**src/rtl/hazard_unit.sv**
```systemverilog
module hazard_unit #(
  parameter int RW = 5
) (
  input  logic          clk,
  input  logic          rst_n,
  input  logic [1:0]    mode,
  input  logic          pipelined,
  input  logic [RW-1:0] id_rs,
  input  logic [RW-1:0] id_rt,
  input  logic          id_rs_used,
  input  logic          id_rt_used,
  input  logic [RW-1:0] ex_rd,
  input  logic [RW-1:0] ex_rt,
  input  logic          ex_dst_is_rt,
  input  logic          ex_wr,
  input  logic          ex_load,
  input  logic [RW-1:0] mem_rd,
  input  logic [RW-1:0] mem_rt,
  input  logic          mem_dst_is_rt,
  input  logic          mem_wr,
  output logic [1:0]    fwd_a,
  output logic [1:0]    fwd_b,
  output logic          stall,
  output logic          bubble
);

  localparam logic [1:0] SEL_RF  = 2'd0;
  localparam logic [1:0] SEL_EX  = 2'd1;
  localparam logic [1:0] SEL_MEM = 2'd2;

  logic [1:0]    eff_mode;
  logic          byp_on, stall_only;
  logic [RW-1:0] ex_dst, mem_dst;
  logic          ex_live, mem_live;
  logic          a_ex, a_mem, b_ex, b_mem;
  logic          load_hit;

  assign eff_mode   = pipelined ? mode : 2'd0;
  assign byp_on     = eff_mode[1];
  assign stall_only = (eff_mode == 2'd1);

  assign ex_dst   = ex_dst_is_rt  ? ex_rt  : ex_rd;
  assign mem_dst  = mem_dst_is_rt ? mem_rt : mem_rd;
  assign ex_live  = ex_wr  && (ex_dst  != '0);
  assign mem_live = mem_wr && (mem_dst != '0);

  assign a_ex  = id_rs_used && ex_live  && (id_rs == ex_dst);
  assign a_mem = id_rs_used && mem_live && (id_rs == mem_dst);
  assign b_ex  = id_rt_used && ex_live  && (id_rt == ex_dst);
  assign b_mem = id_rt_used && mem_live && (id_rt == mem_dst);

  assign load_hit = ex_load && (a_ex || b_ex);

  assign stall  = (stall_only && (a_ex || a_mem || b_ex || b_mem))
               || (byp_on && load_hit);
  assign bubble = stall;

  always_comb begin
    fwd_a = SEL_RF;
    fwd_b = SEL_RF;
    if (byp_on && !stall) begin
      if (a_ex)       fwd_a = SEL_EX;
      else if (a_mem) fwd_a = SEL_MEM;
      if (b_ex)       fwd_b = SEL_EX;
      else if (b_mem) fwd_b = SEL_MEM;
    end
  end

  p_off_quiet_r1: assert property (@(posedge clk) disable iff (!rst_n)
    (!pipelined || mode == 2'd0) |-> (!stall && !bubble && fwd_a == 2'd0 && fwd_b == 2'd0));

  p_zero_reg_r2: assert property (@(posedge clk) disable iff (!rst_n)
    (id_rs == '0 && id_rt == '0) |-> (!stall && fwd_a == 2'd0 && fwd_b == 2'd0));

  p_ex_path_r4: assert property (@(posedge clk) disable iff (!rst_n)
    (fwd_a == 2'd1) |-> (ex_wr && !ex_load && id_rs_used
                         && id_rs == (ex_dst_is_rt ? ex_rt : ex_rd)));

  p_load_stall_r5: assert property (@(posedge clk) disable iff (!rst_n)
    (pipelined && mode[1] && ex_wr && ex_load && id_rs_used && id_rs != '0
     && id_rs == (ex_dst_is_rt ? ex_rt : ex_rd)) |-> (stall && bubble && fwd_a == 2'd0 && fwd_b == 2'd0));

  p_mem_path_r6: assert property (@(posedge clk) disable iff (!rst_n)
    (fwd_b == 2'd2) |-> (mem_wr && id_rt_used
                         && id_rt == (mem_dst_is_rt ? mem_rt : mem_rd)));

  p_stall_only_r9: assert property (@(posedge clk) disable iff (!rst_n)
    (pipelined && mode == 2'd1) |-> (fwd_a == 2'd0 && fwd_b == 2'd0));

endmodule

```
**config.mk**
```make
export PLATFORM = sky130hd
export DESIGN_NAME = hazard_unit
export DESIGN_NICKNAME = d
export VERILOG_FILES = /design/src/rtl/hazard_unit.sv
export SDC_FILE = /design/constraint.sdc
export NUM_CORES = 1
export LEC_CHECK = 0
export CAP_MARGIN = 10
export CORE_AREA = 2 2 39 41
export DETAILED_ROUTE_END_ITERATION = 16
export DIE_AREA = 0 0 41 43
export DONT_BUFFER_PORTS = 1
export PLACE_DENSITY = 0.55
export SLEW_MARGIN = 10
export SYNTH_ARGS = -nofsm -noshare
export SYNTH_HDL_FRONTEND = slang
export SYNTH_SLANG_ARGS = --single-unit
export TNS_END_PERCENT = 1
```
**constraint.sdc**
```tcl
create_clock -name vclk -period 2.95
set_input_delay 0.59 -clock vclk [all_inputs]
set_output_delay 0.59 -clock vclk [all_outputs]
set_load 0.005 [all_outputs]
```
==> results of run 1 <==
[metal layers]
layer | global-route usage | part of all wire
met5 | 0 | 0
met4 | 0 | 0
met2 | 0.297 | 0.52
met1 | 0.156 | 0.35
met3 | 0.0262 | 0.12
[cells in the final DEF (no fill, tap or decap), drive strengths merged]
cell type,Yosys,routed
nand3,3,3
mux2,1,1
nand4,4,4
a311oi,1,1
nand4b,1,1
nor4,4,4
o311a,1,1
xor2,12,12
a22oi,1,1
inv,1,1
and2,2,2
or4,2,2
o22a,1,1
nand2,3,3
xnor2,8,8
nor3,3,3
o22ai,3,3
nand3b,2,2
a21oi,2,2
mux2i,10,10
[area by class of cell]
| cell class | count | area [sq um] | share of cell area |
|---|---|---|---|
| inverters | 1 | 3.75 | 0.00679 |
| well taps | 16 | 20.0 | 0.0362 |
| multi-input cells | 64 | 529 | 0.957 |
[worst paths after layout]
check | start | endpoint | slack [ps] | cells after the start
hold / removal | mode[1] | fwd_b[1] | 1280 | 2
setup / recovery | ex_dst_is_rt | bubble | 650 | 5
[where the power goes]
group / internal, mW / switching, mW / total [mW]
Sequential: 0 / 0 / 0
Clock: 0 / 0 / 0
Combinational: 0.0363 / 0.0348 / 0.0711
Total: 0.0363 / 0.0348 / 0.0711
[logic make-up (layout without fill, tap and decap cells)]
kind of cell | Yosys count | count (layout) | share of synthesized area
AOI/OAI and AO/OA | 9 | 9 | 0.124
and+or+nand+nor | 24 | 24 | 0.287
buffers and inverters | 4 | 1 | 0.0600
xor gates and xnor gates | 20 | 20 | 0.311
muxes | 11 | 11 | 0.218
==> results.sh, run 1 <==
export IMPL_status="finished clean"
export IMPL_setup_viol=0
export IMPL_fin_tns_setup_ps=0
export IMPL_cp_cell_sequence="mux2i_1, xor2_1, nand4_1, o22a_1, o22ai_2"
export IMPL_nClkBuffers=0
export IMPL_antenna_found_initial=0
export IMPL_p_total_mw=0.0711
export IMPL_fin_crit_sh=0.779
export IMPL_slowest_stage="mux2i_1"
export IMPL_viasPerCell=6.27
export IMPL_cp_end_kind="output pin"
export IMPL_cellLeakagePower_nw=0.174
export IMPL_cts_resized_gates=0
export IMPL_routed_via_count=508
export IMPL_hold_viol=0
export IMPL_worst_slack_ps=651
export IMPL_post_cts_buffers=0
export IMPL_tightest_slew_ps=432
export IMPL_slowest_delay_ps=290
export IMPL_rsz0062_at_grt="false"
export IMPL_yosys_warnings=0
export IMPL_dp_slack_ps=639
export IMPL_synth_top_cell_area_share=0.187
export IMPL_peakVddDrop_mv=0.0554
export IMPL_antenna_left=0
export IMPL_grt_pass1_wl_um=1890
export IMPL_final_util=0.400
export IMPL_synth_top_cells_by_count="12 x xor2_1, 8 x xnor2_1, 7 x mux2i_1"
export IMPL_critPathMaxFanout=7
export IMPL_yosysSeqAreaShare=0
export IMPL_yosysTopAreaCell="xor2_1"
export IMPL_io_pins=48
export IMPL_crit_arrival_ps=1710
export IMPL_syn_instance_count=68
export IMPL_min_period_ps=2300
export IMPL_dieArea_sq_mm=0.00176
export IMPL_hold_buffers=0
export IMPL_seq_cells=0
export IMPL_synth_most_common_cell="xor2_1"
export IMPL_io_buffers=0
export IMPL_ff_latch_area_sq_um=0
export IMPL_place_area_sq_um=553
export IMPL_place_inst=81
export IMPL_core_area_sq_mm=0.00138
export IMPL_critPathLaunchType="input pin"
export IMPL_grt_pass1_vias=514
export IMPL_critPathBufInv=0
export IMPL_syn_area_per_cell_sq_um=8.28
export IMPL_dr_pass1_iters=4
export IMPL_syn_area_sq_um=563
export IMPL_die_h_um=43
export IMPL_remaining_drc_errors=0
export IMPL_antennaDiodeCount=0
export IMPL_required_ps=2360
export IMPL_grt_ovfl_total=0
export IMPL_synth_nets=110
export IMPL_dieWidth_um=41
export IMPL_synthTopCellsByArea="xor2_1 19%, mux2i_1 12%, xnor2_1 12%"
export IMPL_drive_gt1_frac=0.123
export IMPL_maxCapViolCount=0
export IMPL_fin_cells=81
export IMPL_routed_wl_um=1350
export IMPL_fin_nets=109
export IMPL_routedWlPerCell_um=16.6
export IMPL_relSlewSlack=0.710
export IMPL_max_freq_mhz=435
export IMPL_gp_congestion=0.705
export IMPL_grt_max_degree=8
export IMPL_critPathKind="in2out"
export IMPL_crit_family="compound AO/OA/AOI/OAI gates"
export IMPL_syn_to_final_growth_pct=-1.78
export IMPL_std_cell_rows=14
export IMPL_hold_ws_ps=1280
export IMPL_drt_iter0_drc=10
export IMPL_maxSlewViolCount=0
export IMPL_min_delay_path_class="in2out"
export IMPL_stdcell_area_sq_um=553
export IMPL_yosysUniqueCellTypes=26
export IMPL_power_density_mw_per_mm2=129
export IMPL_start_util=0.407
export IMPL_fillers=163
export IMPL_grt_use_total=0.149
Note: power is estimated with default switching activity, not from simulation.
==> inputs of run 2 (changes only) <==
--- a/config.mk
+++ b/config.mk
@@ -10,7 +10,7 @@
 export DETAILED_ROUTE_END_ITERATION = 16
 export DIE_AREA = 0 0 41 43
 export DONT_BUFFER_PORTS = 1
-export PLACE_DENSITY = 0.55
+export PLACE_DENSITY = 0.57
 export SLEW_MARGIN = 10
 export SYNTH_ARGS = -nofsm -noshare
 export SYNTH_HDL_FRONTEND = slang
==> constraint.sdc (replaced) <==
create_clock -name vclk -period 1.9
set_input_delay 0.38 -clock vclk [all_inputs]
set_output_delay 0.38 -clock vclk [all_outputs]
set_load 0.005 [all_outputs]
==> run 2 against run 1 <==
Power rose by 75%. Highest routed layer unchanged. Cell count rose by 1.2%. Sequential share of layout area did not move. Combinational power rose by 74%. Routed wire length fell by 1.4%. Via count rose by 1.2%. Hold slack got worse by 420 ps. Critical path depth fell by 1. Final area rose by 13%. Largest cell class unchanged. Setup slack got worse by 620 ps.
==> results.sh, run 2 (synthesis gave the netlist of run 1 again) <==
export IMPL_status="finished clean"
export IMPL_grt_use_total=0.152
export IMPL_worstHoldPathCells=2
export IMPL_seq_cells=0
export IMPL_remaining_drc_errors=0
export IMPL_antenna_found_initial=0
export IMPL_start_util=0.407
export IMPL_p_total_mw=0.124
export IMPL_max_freq_mhz=535
export IMPL_required_ps=1520
export IMPL_antennaDiodeCount=0
export IMPL_hold_viol=0
export IMPL_worst_slack_ps=30.2
export IMPL_final_util=0.452
export IMPL_ff_latch_area_sq_um=0
export IMPL_antenna_left=0
export IMPL_place_inst=82
export IMPL_die_h_um=43
export IMPL_dieArea_sq_mm=0.00176
export IMPL_maxCapViolCount=0
export IMPL_gp_congestion=0.725
export IMPL_grt_pass1_wl_um=1940
export IMPL_most_common_layout_cells="12 x xor2_1, 8 x xnor2_1, 4 x mux2i_4"
export IMPL_relSlewSlack=0.712
export IMPL_min_period_ps=1870
export IMPL_routed_wl_um=1330
export IMPL_syn_to_final_growth_pct=11.1
export IMPL_grt_pass1_vias=529
export IMPL_routedWlPerCell_um=16.2
export IMPL_fin_crit_sh=0.984
export IMPL_power_density_mw_per_mm2=198
export IMPL_crit_start="ex_rd[2]"
export IMPL_hold_ws_ps=861
export IMPL_min_delay_path_class="in2out"
export IMPL_tightest_slew_ps=429
export IMPL_routed_via_count=514
export IMPL_fin_cells=82
export IMPL_critPathMaxFanout=4
export IMPL_io_buffers=0
export IMPL_drive_gt1_frac=0.227
export IMPL_cp_end_kind="output pin"
export IMPL_grt_max_degree=8
export IMPL_critPathLaunchType="input pin"
export IMPL_grt_ovfl_total=0
export IMPL_cellLeakagePower_nw=0.180
export IMPL_layout_commonest_cell="xor2_1"
export IMPL_maxSlewViolCount=0
export IMPL_critPathKind="in2out"
export IMPL_crit_arrival_ps=1490
export IMPL_post_cts_buffers=0
export IMPL_std_cell_rows=14
export IMPL_drt_iter0_drc=1
export IMPL_min_from="mode[1]"
export IMPL_fin_nets=110
export IMPL_dieWidth_um=41
export IMPL_dp_slack_ps=18.7
export IMPL_io_pins=48
export IMPL_dr_pass1_iters=4
export IMPL_nClkBuffers=0
export IMPL_viasPerCell=6.27
export IMPL_peakVddDrop_mv=0.114
export IMPL_dp_hpwl_um=1270
export IMPL_core_area_sq_mm=0.00138
export IMPL_rsz0062_at_grt="false"
export IMPL_setup_viol=0
## run 2: changes by cell type in the layout (fill, tap and decap cells not counted), sizes merged
cell  previous run  this run
buf              0         1
## run 2: layout make-up
cell class | count | area, sq um
Timing Repair Buffer | 1 | 7.51
Fill cell | 134 | 758
Multi-Input combinational cell | 64 | 594
Inverter | 1 | 3.75
Tap cell | 16 | 20.0
## run 2: report_power, final
group / total [mW] / switching, mW / leakage (nW) / internal [mW]
clock network: 0 / 0 / 0 / 0
registers: 0 / 0 / 0 / 0
logic: 0.124 / 0.0545 / 0.180 / 0.0696
## run 2: final timing paths
check,to,slack [ps]
worst max-delay path,bubble,30
worst min-delay path,fwd_a[1],860
## run 2: critical path: stages
cell and delay [ps]:
or4_4 520, o311a_4 390, nand3_1 90, o22ai_2 110
## run 2: routing by layer
metal	vias to the layer above	routed length (um)	global-route usage
met5	-	0	0
met4	0	0	0
met3	0	165	0.0209
met2	27	697	0.303
met1	232	466	0.161
li1	255	-	-
## run 2: per-stage QoR
step / instance area (sq um) / setup TNS (ps)
2_1_floorplan: 622 / -47.1
3_3_place_gp: 611 / 0
3_5_place_dp: 611 / 0
4_1_cts: 611 / 0
5_1_grt: 626 / 0
6_report: 626 / 0
## run 2: what timing repair did
action | CTS | global route
endpoints found under the hold margin | 0 | 0
setup endpoints to repair | 0 | 4
resized for setup | 0 | 2
hold buffers | 0 | 0
==> inputs of run 3 (changes only) <==
--- a/config.mk
+++ b/config.mk
@@ -5,12 +5,13 @@
 export SDC_FILE = /design/constraint.sdc
 export NUM_CORES = 1
 export LEC_CHECK = 0
-export CAP_MARGIN = 10
-export CORE_AREA = 2 2 39 41
+export CAP_MARGIN = 20
+export CELL_PAD_IN_SITES_DETAIL_PLACEMENT = 1
+export CELL_PAD_IN_SITES_GLOBAL_PLACEMENT = 2
+export CORE_UTILIZATION = 36
 export DETAILED_ROUTE_END_ITERATION = 16
-export DIE_AREA = 0 0 41 43
 export DONT_BUFFER_PORTS = 1
-export PLACE_DENSITY = 0.57
+export PLACE_DENSITY = 0.88
 export SLEW_MARGIN = 10
 export SYNTH_ARGS = -nofsm -noshare
 export SYNTH_HDL_FRONTEND = slang
==> constraint.sdc (replaced) <==
create_clock -name vclk -period 2.3
set_input_delay 0.46 -clock vclk [all_inputs]
set_output_delay 0.46 -clock vclk [all_outputs]
set_load 0.005 [all_outputs]
==> run 3 against run 2 <==
Flip-flop and latch count unchanged. First-iteration DRC count grew to 6.0 times the previous value. Sequential share of layout area unchanged. Clock-buffer cell count unchanged.
==> results.sh, run 3 (synthesis gave the netlist of run 1 again) <==
export IMPL_grt_ovfl_total=0
export IMPL_dr_pass1_iters=2
export IMPL_routed_wl_um=1470
export IMPL_fillers=175
export IMPL_gp_congestion=0.706
export IMPL_slowest_stage="mux2i_1"
export IMPL_p_sw_mw=0.0456
export IMPL_layout_commonest_cell="xor2_1"
export IMPL_cp_num_cells=5
export IMPL_worstSetupEndpoint="bubble"
export IMPL_max_freq_mhz=486
export IMPL_power_frac_comb=1.000
export IMPL_dieWidth_um=41.5
export IMPL_most_common_layout_cells="12 x xor2_1, 8 x xnor2_1, 7 x mux2i_1"
export IMPL_critPathBufInv=0
export IMPL_min_period_ps=2060
export IMPL_io_buffers=0
export IMPL_fin_cells=80
export IMPL_rsz0062_at_grt="false"
export IMPL_p_clk_frac=0
export IMPL_grt_pass1_wl_um=2390
export IMPL_grt_pass1_vias=607
export IMPL_crit_start="ex_dst_is_rt"
export IMPL_setup_viol=0
export IMPL_critPathKind="in2out"
export IMPL_dp_hpwl_um=1380
export IMPL_p_sw_frac=0.495
export IMPL_pwr_share_seq=0
export IMPL_start_util=0.407
export IMPL_grt_use_total=0.170
export IMPL_place_inst=80
export IMPL_cp_end_kind="output pin"
export IMPL_viasPerCell=6.66
export IMPL_core_area_sq_mm=0.00138
export IMPL_hold_buffers=0
export IMPL_cellLeakagePower_nw=0.174
export IMPL_antenna_found_initial=0
export IMPL_relSlewSlack=0.711
export IMPL_syn_to_final_growth_pct=-2.00
export IMPL_die_h_um=41.5
export IMPL_status="finished clean"
export IMPL_drt_iter0_drc=6
export IMPL_crit_arrival_ps=1600
export IMPL_fin_nets=109
export IMPL_fin_crit_sh=0.895
export IMPL_slowest_delay_ps=300
export IMPL_p_total_mw=0.0921
export IMPL_tightest_slew_ps=431
export IMPL_antenna_left=0
export IMPL_required_ps=1840
export IMPL_remaining_drc_errors=0
export IMPL_dieArea_sq_mm=0.00173
export IMPL_cp_cell_sequence="mux2i_1, xor2_1, nand4_1, o22a_1, o22ai_2"
export IMPL_io_pins=48
export IMPL_drive_gt1_frac=0.123
export IMPL_p_int_mw=0.0465
export IMPL_crit_family="compound AO/OA/AOI/OAI gates"
export IMPL_ff_latch_area_sq_um=0
export IMPL_antennaDiodeCount=0
export IMPL_routed_via_count=533
export IMPL_routedWlPerCell_um=18.3
export IMPL_worstHoldPathCells=2
export IMPL_peakVddDrop_mv=0.0687
export IMPL_post_cts_buffers=0
export IMPL_maxCapViolCount=0
export IMPL_maxSlewViolCount=0
export IMPL_min_delay_path_class="in2out"
export IMPL_hold_viol=0
export IMPL_cts_resized_gates=0
export IMPL_grt_max_degree=8
export IMPL_power_density_mw_per_mm2=167
export IMPL_std_cell_rows=13
export IMPL_fin_tns_setup_ps=0
export IMPL_critPathLaunchType="input pin"
export IMPL_nClkBuffers=0
export IMPL_critPathMaxFanout=7
export IMPL_seq_cells=0
-- run 3: final cells by class --
type | count | area [sq um] | share of cell area
Inverter | 1 | 3.75 | 0.00680
Multi-Input combinational cell | 64 | 529 | 0.959
Tap cell | 15 | 18.8 | 0.0340
-- run 3: worst min path at each step --
stage / slack, ps / end / from
global placement: 1020 / fwd_a[1] / mode[1]
detailed placement: 1020 / fwd_b[1] / mode[1]
finish: 1020 / fwd_b[1] / mode[1]
global route: 1040 / fwd_a[1] / mode[1]
floorplan: 1010 / fwd_a[1] / mode[1]
CTS: 1020 / fwd_b[1] / mode[1]
-- run 3: per-stage QoR --
step           setup WS (ps)  cell area (sq um)  utilization  hold slack, ps
6_report                 243                552        0.399            1020
4_1_cts                  215                552        0.399            1020
5_1_grt                  134                552        0.399            1040
2_1_floorplan            123                563            -            1010
3_3_place_gp             243                552        0.399            1020
3_5_place_dp             208                552        0.399            1020
-- run 3: power by group through the flow --
stage / Combinational [mW] / Sequential, mW / Clock (mW)
detailed placement: 0.0933 / 0 / 0
finish: 0.0921 / 0 / 0
floorplan: 0.0883 / 0 / 0
CTS: 0.0935 / 0 / 0
global placement: 0.0907 / 0 / 0
global route: 0.103 / 0 / 0
-- run 3: routing by layer --
layer  wire length, um  GRT usage  share of wire
met3               146     0.0261           0.10
met1               548      0.185           0.37
met2               773      0.353           0.53
met4                 0          0              0
met5                 0          0              0
